## src/rtl/cfgport_pkg.sv

```systemverilog
`timescale 1ns/1ps
package cfgport_pkg;

  typedef enum logic [1:0] {
    PORT_NONE  = 2'd0,
    PORT_BASE  = 2'd1,
    PORT_INDEX = 2'd2,
    PORT_DATA  = 2'd3
  } port_e;

  localparam int INDEX_OFS = 4;
  localparam int DATA_OFS  = 8;

  // Strap value to base port address.
  function automatic logic [9:0] strap_base(input logic [1:0] sel);
    case (sel)
      2'd0:    return 10'h074;
      2'd1:    return 10'h0F4;
      2'd2:    return 10'h034;
      default: return 10'h0E4;
    endcase
  endfunction

  // Register index of timing slot `slot` for drive `drive`; the slot order
  // is what the strobe generator consumes, so it is kept fixed.
  function automatic logic [7:0] timing_index(input int drive, input int slot);
    logic [7:0] lo_base;
    logic [7:0] hi_base;
    logic [7:0] step;
    lo_base = (drive >= 2) ? 8'h2B : 8'h03;
    hi_base = (drive >= 2) ? 8'h30 : 8'h26;
    step    = 8'(2 * (drive % 2));
    case (slot)
      0:       return lo_base + step;
      1:       return hi_base + step;
      2:       return lo_base + step + 8'd1;
      default: return hi_base + step + 8'd1;
    endcase
  endfunction

endpackage

```

## src/rtl/cfgport_decode.sv

```systemverilog
`timescale 1ns/1ps
module cfgport_decode
  import cfgport_pkg::*;
#(
  parameter int ADDR_W = 10
) (
  input  logic [1:0]        base_sel,
  input  logic [ADDR_W-1:0] addr,
  output port_e             kind
);

  logic [ADDR_W-1:0] base_addr;

  always_comb begin
    base_addr = ADDR_W'(strap_base(base_sel));
    kind      = PORT_NONE;
    if (addr == base_addr)
      kind = PORT_BASE;
    else if (addr == base_addr + ADDR_W'(INDEX_OFS))
      kind = PORT_INDEX;
    else if (addr == base_addr + ADDR_W'(DATA_OFS))
      kind = PORT_DATA;
  end

endmodule

```

## src/rtl/cfgport_gate.sv

```systemverilog
`timescale 1ns/1ps
module cfgport_gate #(
  parameter int              DATA_W  = 8,
  parameter logic [DATA_W-1:0] CODE_LO = 8'h30,
  parameter logic [DATA_W-1:0] CODE_HI = 8'h33
) (
  input  logic              clk,
  input  logic              rst_n,
  input  logic              base_wr,
  input  logic [DATA_W-1:0] wdata,
  output logic              open_o,
  output logic [DATA_W-1:0] code_o
);

  logic is_code;

  assign is_code = (wdata >= CODE_LO) && (wdata <= CODE_HI);

  always_ff @(posedge clk) begin
    if (!rst_n) begin
      open_o <= 1'b0;
      code_o <= '0;
    end else if (base_wr) begin
      open_o <= is_code;
      code_o <= is_code ? wdata : '0;
    end
  end

endmodule

```

## src/rtl/cfgport_regs.sv

```systemverilog
`timescale 1ns/1ps
module cfgport_regs
  import cfgport_pkg::*;
#(
  parameter int         NUM_DRIVES = 4,
  parameter int         SLOTS      = 4,
  parameter int         DATA_W     = 8,
  parameter logic [3:0] REV        = 4'h3
) (
  input  logic                                clk,
  input  logic                                rst_n,
  input  logic                                wr_en,
  input  logic [DATA_W-1:0]                   idx,
  input  logic [DATA_W-1:0]                   wdata,
  output logic [DATA_W-1:0]                   rd_data,
  output logic                                init_flag,
  output logic [NUM_DRIVES*SLOTS*DATA_W-1:0]  timing_o
);

  localparam int NREG = NUM_DRIVES * SLOTS;
  localparam logic [DATA_W-1:0] IDX_ID  = '0;
  localparam logic [DATA_W-1:0] IDX_CFG = DATA_W'(1);

  logic [DATA_W-1:0] tim_q [NREG];
  logic [DATA_W-1:0] cfg_q;

  always_ff @(posedge clk) begin
    if (!rst_n) begin
      for (int r = 0; r < NREG; r++) tim_q[r] <= '0;
    end else if (wr_en) begin
      for (int r = 0; r < NREG; r++)
        if (idx == DATA_W'(timing_index(r / SLOTS, r % SLOTS)))
          tim_q[r] <= wdata;
    end
  end

  always_ff @(posedge clk) begin
    if (!rst_n) begin
      cfg_q     <= '0;
      init_flag <= 1'b0;
    end else if (wr_en && idx == IDX_CFG) begin
      cfg_q     <= wdata;
      init_flag <= 1'b1;
    end
  end

  always_comb begin
    rd_data = '0;
    if (idx == IDX_ID)
      rd_data = DATA_W'({4'h5, REV});
    else if (idx == IDX_CFG)
      rd_data = cfg_q;
    for (int r = 0; r < NREG; r++)
      if (idx == DATA_W'(timing_index(r / SLOTS, r % SLOTS)))
        rd_data = tim_q[r];
  end

  for (genvar g = 0; g < NREG; g++) begin : g_flat
    assign timing_o[g*DATA_W +: DATA_W] = tim_q[g];
  end

endmodule

```

## src/rtl/cfgport.sv

```systemverilog
`timescale 1ns/1ps
module cfgport
  import cfgport_pkg::*;
#(
  parameter int         ADDR_W     = 10,
  parameter int         DATA_W     = 8,
  parameter int         NUM_DRIVES = 4,
  parameter int         SLOTS      = 4,
  parameter logic [3:0] REV        = 4'h3
) (
  input  logic                                clk,
  input  logic                                rst_n,
  input  logic [1:0]                          base_sel,
  input  logic                                req_valid,
  output logic                                req_ready,
  input  logic                                req_write,
  input  logic [ADDR_W-1:0]                   req_addr,
  input  logic [DATA_W-1:0]                   req_wdata,
  output logic                                rsp_valid,
  input  logic                                rsp_ready,
  output logic [DATA_W-1:0]                   rsp_data,
  output logic [NUM_DRIVES*SLOTS*DATA_W-1:0]  drv_timing
);

  localparam logic [DATA_W-1:0] FLOAT   = '1;
  localparam logic [DATA_W-1:0] IDX_CFG = DATA_W'(1);

  port_e             kind;
  logic              accept;
  logic              wr_acc;
  logic              bank_open;
  logic [DATA_W-1:0] bank_code;
  logic [DATA_W-1:0] index_q;
  logic [DATA_W-1:0] reg_rd;
  logic              init_flag;
  logic [DATA_W-1:0] rd_mux;
  logic              rsp_valid_q;
  logic [DATA_W-1:0] rsp_data_q;

  assign req_ready = !rsp_valid_q || rsp_ready;
  assign accept    = req_valid && req_ready;
  assign wr_acc    = accept && req_write;

  cfgport_decode #(.ADDR_W(ADDR_W)) u_decode (
    .base_sel (base_sel),
    .addr     (req_addr),
    .kind     (kind)
  );

  cfgport_gate #(.DATA_W(DATA_W)) u_gate (
    .clk     (clk),
    .rst_n   (rst_n),
    .base_wr (wr_acc && kind == PORT_BASE),
    .wdata   (req_wdata),
    .open_o  (bank_open),
    .code_o  (bank_code)
  );

  always_ff @(posedge clk) begin
    if (!rst_n)
      index_q <= '0;
    else if (wr_acc && bank_open && kind == PORT_INDEX)
      index_q <= req_wdata;
  end

  cfgport_regs #(
    .NUM_DRIVES (NUM_DRIVES),
    .SLOTS      (SLOTS),
    .DATA_W     (DATA_W),
    .REV        (REV)
  ) u_regs (
    .clk       (clk),
    .rst_n     (rst_n),
    .wr_en     (wr_acc && bank_open && kind == PORT_DATA),
    .idx       (index_q),
    .wdata     (req_wdata),
    .rd_data   (reg_rd),
    .init_flag (init_flag),
    .timing_o  (drv_timing)
  );

  always_comb begin
    rd_mux = FLOAT;
    case (kind)
      PORT_BASE:  rd_mux = bank_open ? bank_code : '0;
      PORT_INDEX: if (bank_open)
                    rd_mux = (index_q == IDX_CFG) ? DATA_W'(init_flag) : index_q;
      PORT_DATA:  if (bank_open) rd_mux = reg_rd;
      default:    rd_mux = FLOAT;
    endcase
  end

  always_ff @(posedge clk) begin
    if (!rst_n) begin
      rsp_valid_q <= 1'b0;
      rsp_data_q  <= '0;
    end else if (accept && !req_write) begin
      rsp_valid_q <= 1'b1;
      rsp_data_q  <= rd_mux;
    end else if (rsp_ready) begin
      rsp_valid_q <= 1'b0;
    end
  end

  assign rsp_valid = rsp_valid_q;
  assign rsp_data  = rsp_data_q;

endmodule

```

## config.mk

```make
export PLATFORM = sky130hd
export DESIGN_NAME = cfgport
export DESIGN_NICKNAME = d
export VERILOG_FILES = /design/src/rtl/cfgport_pkg.sv /design/src/rtl/cfgport_decode.sv /design/src/rtl/cfgport_gate.sv /design/src/rtl/cfgport_regs.sv /design/src/rtl/cfgport.sv
export SDC_FILE = /design/constraint.sdc
export NUM_CORES = 1
export LEC_CHECK = 0
export BUFFER_PORTS_ARGS = -buffer_cell sky130_fd_sc_hd__clkbuf_2
export CAP_MARGIN = 30
export CORE_MARGIN = 1
export CORE_UTILIZATION = 46
export DETAILED_ROUTE_END_ITERATION = 10
export GPL_TIMING_DRIVEN = 0
export PLACE_DENSITY = 0.76
export RECOVER_POWER = 100
export SKIP_LAST_GASP = 1
export SLEW_MARGIN = 20
export SYNTH_ARGS = -nofsm -noshare
export SYNTH_HDL_FRONTEND = slang
export SYNTH_SLANG_ARGS = --single-unit
```

## constraint.sdc

```tcl
create_clock -name clk -period 3.6 [get_ports clk]
set_input_delay 0.36 -clock clk [delete_from_list [all_inputs] [get_ports clk]]
set_output_delay 0.36 -clock clk [all_outputs]
set_load 0.05 [all_outputs]
```

==> run metrics, run 1 <==
run status finished, final reports clean; Diodes inserted 0; Internal Pwr Total about 3.4 mW; IO Port Bufs roughly 160; Non-Filler Instances roughly 1200; CP max FO 10; full die area roughly 18000 sq um; drt total wl just under 30000 um; vias in the first global route roughly 7000; Primary FF master, synth edfxtp_1; largest net degree at the start of global routing 17; via count around 7500; Sequential Power Share 0.461; PwrDens 508 nW/um^2; Final setup viols 0; Net Count, Synth 790; Max Cap Viol 0; drt pass-1 iters 5; #FFs+latches synth between 150 and 200; yosys synthesis warning count 0; worst slew pin tran roughly 900 ps; Final Util 0.566; dpl cells about 1100; Final Hold Fails 0; die height about 130 um; WL/cell 24.6 um; unrepaired setup endpoints after global routing no; remaining global-route overflow 0; Layout Area Growth over Synthesis 19.7%; first-pass GRT wire length between 40000 and 50000 um; Worst slew margin 0.395; Hold Path Depth 3; crit path time final roughly 3500 ps; Initial Utilization 0.473; gp weighted congestion between 1 and 1.5; initial antenna violation count 0; core region area around 17000 sq um; H-tree levels 4; async set-or-reset flop fraction in the synthesized netlist 0; clock share of power 0.424; Final Max Slew Viols 0; switching portion of total power 0.284; # hold bufs at CTS 0; Mapped Cells approximately 770; DRT antenna net count 0; register area share after synthesis 0.575; fmax a little under 0.3 GHz; Setup WS post-layout about 130 ps; final worst-path cycle share 0.963; DR vias/cell 6.33; Worst Reg2Reg Path Length in Cells 7; TNS Setup 0 ps; clk_lat worst skew 440 ps; placed inst area around 9000 sq um; FP Rows 47; cell area after layout between 9000 and 10000 sq um; IO Pins 163; Post-DP HPWL between 20000 and 25000 um; Gate power share 0.116; Distinct cells, synth 73; DRC viols 0; Setup CP Type flop to flop; Max clock buf depth 2; syn_area_per_cell 10.3 sq um; fin nets slightly below 1000; CTS tree built; CP required 3670 ps; crit path DAT between 3000 and 4000 ps; CTS root buf clkbuf_16; crit start category flop; filler cell count ~1500; Pleak 3.15 nW; EDFF count, synth between 100 and 150; Setup WS pre-CTS approximately 99 ps; NetSw ~1.4 mW; drt first-iter violations around 1100; hold crit path type input port to flop; worst vdd ir approximately 0.33 mV; clock-pin slew on the worst setup and hold paths ~70 ps; layout cells sized above 1 0.0929; CP endpoint kind flop; skew final between 10 and 15 ps; clock sink count around 160; width of the die 133 um; Num CTS Buffers 17; Post-Syn Area between 7000 and 8000 sq um; GRT Resource Usage Total 0.330
[power by group through the flow]
stage	clock (mW)	combinational, mW	sequential, mW
2_1_floorplan	0	0.0781	2.56
3_3_place_gp	0	0.572	2.25
3_5_place_dp	0	0.578	2.25
4_1_cts	2.03	0.580	2.21
5_1_grt	2.11	0.575	2.22
6_report	2.03	0.555	2.21
[path summary, 6_finish.rpt]
kind                                  startpoint                   to  slack [ps]
worst max-delay path                  index_q[0]  u_regs.tim_q[0][22]         130
worst min-delay path                req_wdata[6]           index_q[6]         210
worst max register to register        index_q[0]  u_regs.tim_q[0][22]         130
worst min register to register  u_regs.init_flag     u_regs.init_flag         470
[critical path, cell delays in order (launching register included)]
cell	delay [ps]
dfxtp_1	310
clkbuf_1	330
clkbuf_1	500
clkbuf_2	410
clkbuf_1	470
nor2_1	280
nand3_1	420
nand2_1	380
[layer usage]
metal | GRT usage | wire length [um]
met1 | 0.457 | 11600
met2 | 0.483 | 12900
met3 | 0.0966 | 3590
met4 | 0.137 | 837
met5 | 0 | 0
[registers in the layout, indices dropped and copies added (netlist names)]
signal / count
u_regs.cfg_q: 8
rsp_valid: 1
rsp_data: 8
u_gate.code_o: 8
u_gate.open_o: 1
u_regs.tim_q: 128
u_regs.init_flag: 1
index_q: 8
[metrics by stage]
step	power, mW	hold slack [ps]
global route	4.90	238
CTS	4.82	204
finish	4.80	212
floorplan	2.64	425
global placement	2.82	447
detailed placement	2.83	457
[synth_stat cells, drive strengths merged, types with 3 or more instances]
master	number	share of area
a22oi	5	0.0048
nor3b	3	0.0029
a21boi	11	0.010
nand3	30	0.019
o21ai	45	0.029
o32ai	5	0.0055
o22ai	13	0.010
a32oi	3	0.0033
mux2	4	0.0057
and3	12	0.0095
or2	4	0.0032
o22a	3	0.0033
a221oi	4	0.0044
o21a	6	0.0057
o221ai	4	0.0044
nor3	16	0.012
nor2b	19	0.015
a31oi	8	0.0063
nand2b	14	0.011
o31ai	5	0.0048
a211oi	4	0.0038
clkbuf	36	0.017
mux2i	18	0.023
buf	20	0.014
nor4	4	0.0040
nand2	80	0.038
edfxtp	128	0.49
o211ai	7	0.0067
and2	5	0.0040
nand4	9	0.0071
dfxtp	35	0.089
a21oi	38	0.024
a2bb2oi	3	0.0033
nor2	111	0.053
inv	13	0.0062
[logic make-up (layout without fill, tap and decap cells)]
group	after synthesis	in the layout	share of synthesized area
mux	22	22	0.0285
simple gates	320	320	0.198
xor+xnor	1	1	0.00111
buf+inv	69	262	0.0374
compound gates	190	190	0.160
flops	163	163	0.575
[placed cells by master (no fill, tap or decap), types with 15 or more instances in the layout]
| master | Yosys | routed |
|---|---|---|
| mux2i_1 | 18 | 18 |
| clkbuf_1 | 35 | 177 |
| nor3_1 | 15 | 15 |
| dfxtp_1 | 35 | 35 |
| nor2_1 | 110 | 110 |
| clkbuf_2 | 1 | 25 |
| clkbuf_16 | 0 | 17 |
| nand2_1 | 80 | 80 |
| edfxtp_1 | 128 | 128 |
| nand3_1 | 30 | 30 |
| nor2b_1 | 19 | 19 |
| o21ai_0 | 45 | 41 |
| a21oi_1 | 38 | 38 |
[cell type report]
| class | instances | area, sq um | share of cell area |
|---|---|---|---|
| plain buffers | 56 | 245 | 0.0259 |
| well taps | 220 | 275 | 0.0291 |
| repair buffers | 161 | 632 | 0.0668 |
| flip-flops and latches | 163 | 4540 | 0.480 |
| clock buffers | 17 | 425 | 0.0450 |
| multi-input cells | 533 | 3060 | 0.324 |
| inverters | 13 | 48.8 | 0.00516 |
| clock inverters | 15 | 228 | 0.0241 |
[repair_timing]
item / CTS / global route
endpoints found under the setup margin: 0 / 32
gates resized for setup: 0 / 4
buffers inserted: 0 / 0
No activity file was read; power rests on OpenSTA's default activity.
==> run 2: changes to the inputs <==
--- a/config.mk
+++ b/config.mk
@@ -13,6 +13,7 @@
 export GPL_TIMING_DRIVEN = 0
 export PLACE_DENSITY = 0.76
 export RECOVER_POWER = 100
+export REMOVE_ABC_BUFFERS = 1
 export SKIP_LAST_GASP = 1
 export SLEW_MARGIN = 20
 export SYNTH_ARGS = -nofsm -noshare
==> run metrics, run 2 (synthesized netlist as in run 1, its figures left out) <==
drt total wl between 20000 and 30000 um; remaining global-route overflow 0; GRT Resource Usage Total 0.296; Final Hold Fails 0; hold crit path type input port to flop; CTS tree built; Max Cap Viol 0; Setup CP Type flop to flop; DRC viols 0; width of the die around 130 um; Diodes inserted 0; max reg flops around 130; H-tree levels 4; Worst Reg2Reg Path Length in Cells 6; Worst slew margin 0.0516; drt first-iter violations around 1200; # hold bufs at CTS 0; CP max FO 35; Pleak slightly above 3 nW; skew final ~10 ps; post-CTS sizing 0; dpl cells ~1100; worst r2r src index_q[0]; largest register by flop count u_regs.tim_q; Max clock buf depth 2; DRT antenna net count 0; CTS root buf clkbuf_16; largest net degree at the start of global routing 69; crit path time final ~3400 ps; via count approximately 7200; Num CTS Buffers 17; vias in the first global route around 6600; first-pass GRT wire length 38900 um; gp weighted congestion a little under 1; most common cell after layout, fill and taps aside clkbuf_1; run status finished, final reports clean; fmax between 0.2 and 0.3 GHz; crit start category flop; Post-DP HPWL between 15000 and 20000 um; CP required around 3700 ps; Setup WS post-layout ~220 ps; WL/cell 23.4 um; die height roughly 130 um; Final Max Slew Viols 0; worst vdd ir roughly 0.35 mV; clock sink count 163; WHS Endpoint index_q[1]; clock-pin slew on the worst setup and hold paths about 60 ps; core region area 16700 sq um; clk_lat worst skew about 440 ps; IO Pins 163; Hold Path Depth 3; CP endpoint kind flop; postcts setup bufs 0; commonest non-fill, non-tap cells in the layout clkbuf_1, edfxtp_1, nor2_1; slack of the worst reg-to-reg path between 200 and 250 ps; Final setup viols 0; Setup WS pre-CTS 193 ps; final worst-path cycle share 0.939; initial antenna violation count 0; Non-Filler Instances around 1100; Initial Utilization 0.473; unrepaired setup endpoints after global routing no; crit path DAT 3460 ps; full die area approximately 18000 sq um; fin nets 920; min-delay src req_wdata[1]; FP Rows 47; layout cells sized above 1 0.0838; drt pass-1 iters 7; RR Endpoint u_regs.tim_q[1][30]; PwrDens around 500 nW/um^2; worst slew pin tran between 1000 and 1500 ps; IO Port Bufs around 160; DR vias/cell 6.41; Layout Area Growth over Synthesis 17.4%
## run 2: worst max-delay path by stage
| stage | startpoint | slack, ps | to | cells after the start |
|---|---|---|---|---|
| 4_1_cts | index_q[3] | 180 | rsp_data[6] | 7 |
| 2_1_floorplan | index_q[1] | 520 | u_regs.tim_q[1][48] | 3 |
| 5_1_grt | index_q[0] | 130 | u_regs.tim_q[1][29] | 6 |
| 3_5_place_dp | index_q[3] | 190 | rsp_data[6] | 7 |
| 3_3_place_gp | index_q[1] | -940 | u_regs.tim_q[1][53] | 3 |
| 6_report | index_q[0] | 220 | u_regs.tim_q[1][30] | 6 |
## run 2: per-stage QoR
stage / power [mW] / hold slack (ps) / setup TNS (ps) / util / cell area [sq um]
after floorplan: 2.63 / 425 / 0 / - / 7650
after global placement: 2.82 / 440 / -68740 / 0.523 / 8740
after detailed placement: 2.82 / 448 / 0 / 0.529 / 8830
after CTS: 4.69 / 187 / 0 / 0.565 / 9440
after global routing: 4.77 / 216 / 0 / 0.555 / 9270
final: 4.68 / 189 / 0 / 0.555 / 9270
## run 2: critical path, stage by stage (launching register included)
cell and delay [ps]:
dfxtp_2 800, buf_16 240, nor2b_1 520, clkbuf_2 310
nand2_1 90, o21ai_0 620, clkbuf_1 420
## run 2: final cells by class
class                      count  area [sq um]
tap                          220           275
clock buffer                  18           429
fill                        1523          7430
timing repair buffer         167           703
sequential                   163          4550
inverter                      13          48.8
clock inverter                13           185
multi-input combinational    533          3080
## run 2: per-layer routing
layer | wire length [um] | vias up | GRT usage
li1 | - | 3095 | -
met1 | 10100 | 3410 | 0.403
met3 | 3190 | 113 | 0.0732
met5 | 0 | - | 0
met4 | 1120 | 0 | 0.119
met2 | 12000 | 608 | 0.453
## run 2: power by group
group	switching, mW	internal (mW)
Sequential	0.0781	2.13
Clock	0.757	1.16
Combinational	0.485	0.0698
Total	1.32	3.36
==> run 3: changes to the inputs <==
--- a/config.mk
+++ b/config.mk
@@ -10,7 +10,6 @@
 export CORE_MARGIN = 1
 export CORE_UTILIZATION = 46
 export DETAILED_ROUTE_END_ITERATION = 10
-export GPL_TIMING_DRIVEN = 0
 export PLACE_DENSITY = 0.76
 export RECOVER_POWER = 100
 export REMOVE_ABC_BUFFERS = 1
==> run metrics, run 3 (synthesized netlist as in run 1, its figures left out) <==
Critical Path Max Stage Delay a little under 1000 ps; # hold bufs at CTS 0; first-pass GRT wire length approximately 40000 um; CP required around 4000 ps; IO Port Bufs 162; core region area 16700 sq um; H-tree levels 4; RR Endpoint rsp_data[1]; Final Max Slew Viols 0; PwrDens about 500 nW/um^2; routed wl met3 approximately 3400 um; DR vias/cell between 6 and 7; slowest CP cell dfxtp_1; post-CTS sizing 0; min-delay src req_wdata[0]; full die area between 15000 and 20000 sq um; clock-pin slew on the worst setup and hold paths approximately 70 ps; commonest non-fill, non-tap cells in the layout clkbuf_1, edfxtp_1, nor2_1; Top Metal Used met4; remaining global-route overflow 0; metal2 WL around 13000 um; drt first-iter violations 995; most common cell after layout, fill and taps aside clkbuf_1; initial antenna violation count 0; width of the die roughly 130 um; hold crit path type input port to flop; TNS Setup 0 ps; DRT antenna net count 0; CTS tree built; CP startpoint index_q[1]; Initial Utilization 0.473; gp weighted congestion approximately 0.98; Setup CP Type flop to flop; vias in the first global route roughly 6600; Worst slew margin 0.187; Layout Area Growth over Synthesis 17.4%; Setup WS pre-CTS 655 ps; clock sink count around 160; worst path cell trace nor2b_1 -> nand3_1 -> a221oi_1 -> a2111oi_0 -> a2111o_1 -> o22ai_1; Hold Path Depth 3; worst vdd ir roughly 0.32 mV; worst r2r src index_q[1]; unrepaired setup endpoints after global routing no; worst slew pin tran ~1200 ps; Max Cap Viol 0; clk_lat worst skew between 400 and 500 ps; Post-DP HPWL around 20000 um; largest register by flop count u_regs.tim_q; Setup WS post-layout roughly 440 ps; crit start category flop; Final Hold Fails 0; Final setup viols 0; slack of the worst reg-to-reg path between 400 and 500 ps; Non-Filler Instances approximately 1200; crit path DAT 3520 ps; Final Util 0.555; via count around 7200; CP max FO 23; run status finished, final reports clean; cell area after layout between 9000 and 10000 sq um; WL/cell 23.4 um; FP Rows 47; WHS Endpoint index_q[0]; drt total wl approximately 27000 um; CTS root buf clkbuf_16; placed inst area between 8000 and 9000 sq um; Max clock buf depth 2; Num CTS Buffers 17; fin nets around 940; skew final around 14 ps; final worst-path cycle share 0.877; GRT Resource Usage Total 0.306; filler cell count roughly 1500; crit path time final approximately 3200 ps; Diodes inserted 0; max reg flops about 130; Met1 Wirelength 10300 um; die height approximately 130 um; critical path's top delay family compound AO/OA/AOI/OAI gates; Buffers & Inverters on Critical Path 0; DRC viols 0; Pleak a little over 3 nW; largest net degree at the start of global routing 40; Worst Reg2Reg Path Length in Cells 6; dpl cells between 1000 and 1500; fmax between 0.3 and 0.4 GHz; layout cells sized above 1 0.0827; drt pass-1 iters 6; IO Pins ~160; CP endpoint kind flop; postcts setup bufs 0
## run 3: stage by stage
stage          hold slack [ps]  total power, mW
2_1_floorplan              425             2.63
3_3_place_gp               444             2.83
3_5_place_dp               448             2.84
4_1_cts                    196             4.57
5_1_grt                    228             4.66
6_report                   216             4.54
## run 3: worst register-to-register path: stages, from the launching register on
cell,delay (ps)
dfxtp_1,980
nor2b_1,780
nand3_1,160
a221oi_1,370
a2111oi_0,190
a2111o_1,460
o22ai_1,140
## run 3: area by class of cell
cell class | instances | area [sq um] | area share
inverters | 13 | 48.8 | 0.00526
repair buffers | 190 | 782 | 0.0843
clock buffers | 19 | 433 | 0.0467
multi-input cells | 533 | 3050 | 0.329
clock inverters | 13 | 134 | 0.0144
flip-flops and latches | 163 | 4550 | 0.490
well taps | 220 | 275 | 0.0297
## run 3: where the power goes
group | leakage (nW) | internal (mW) | switching (mW)
logic | 1.27 | 0.0722 | 0.486
registers | 1.51 | 2.13 | 0.0828
clock network | 0.261 | 1.02 | 0.753
total | 3.03 | 3.22 | 1.32
## run 3: worst max-delay path by stage
stage / to / slack [ps] / cells past startpoint
6_report: rsp_data[1] / 440 / 6
5_1_grt: rsp_data[6] / 250 / 8
4_1_cts: rsp_data[1] / 640 / 7
3_5_place_dp: rsp_data[1] / 650 / 7
3_3_place_gp: rsp_data[1] / 650 / 7
2_1_floorplan: u_regs.tim_q[1][48] / 520 / 3
## run 3: layer usage
layer  global-route usage  up-vias
met3               0.0713       67
met4                0.125        0
met2                0.471      576
met5                    0        -
met1                0.415     3443
li1                     -     3134
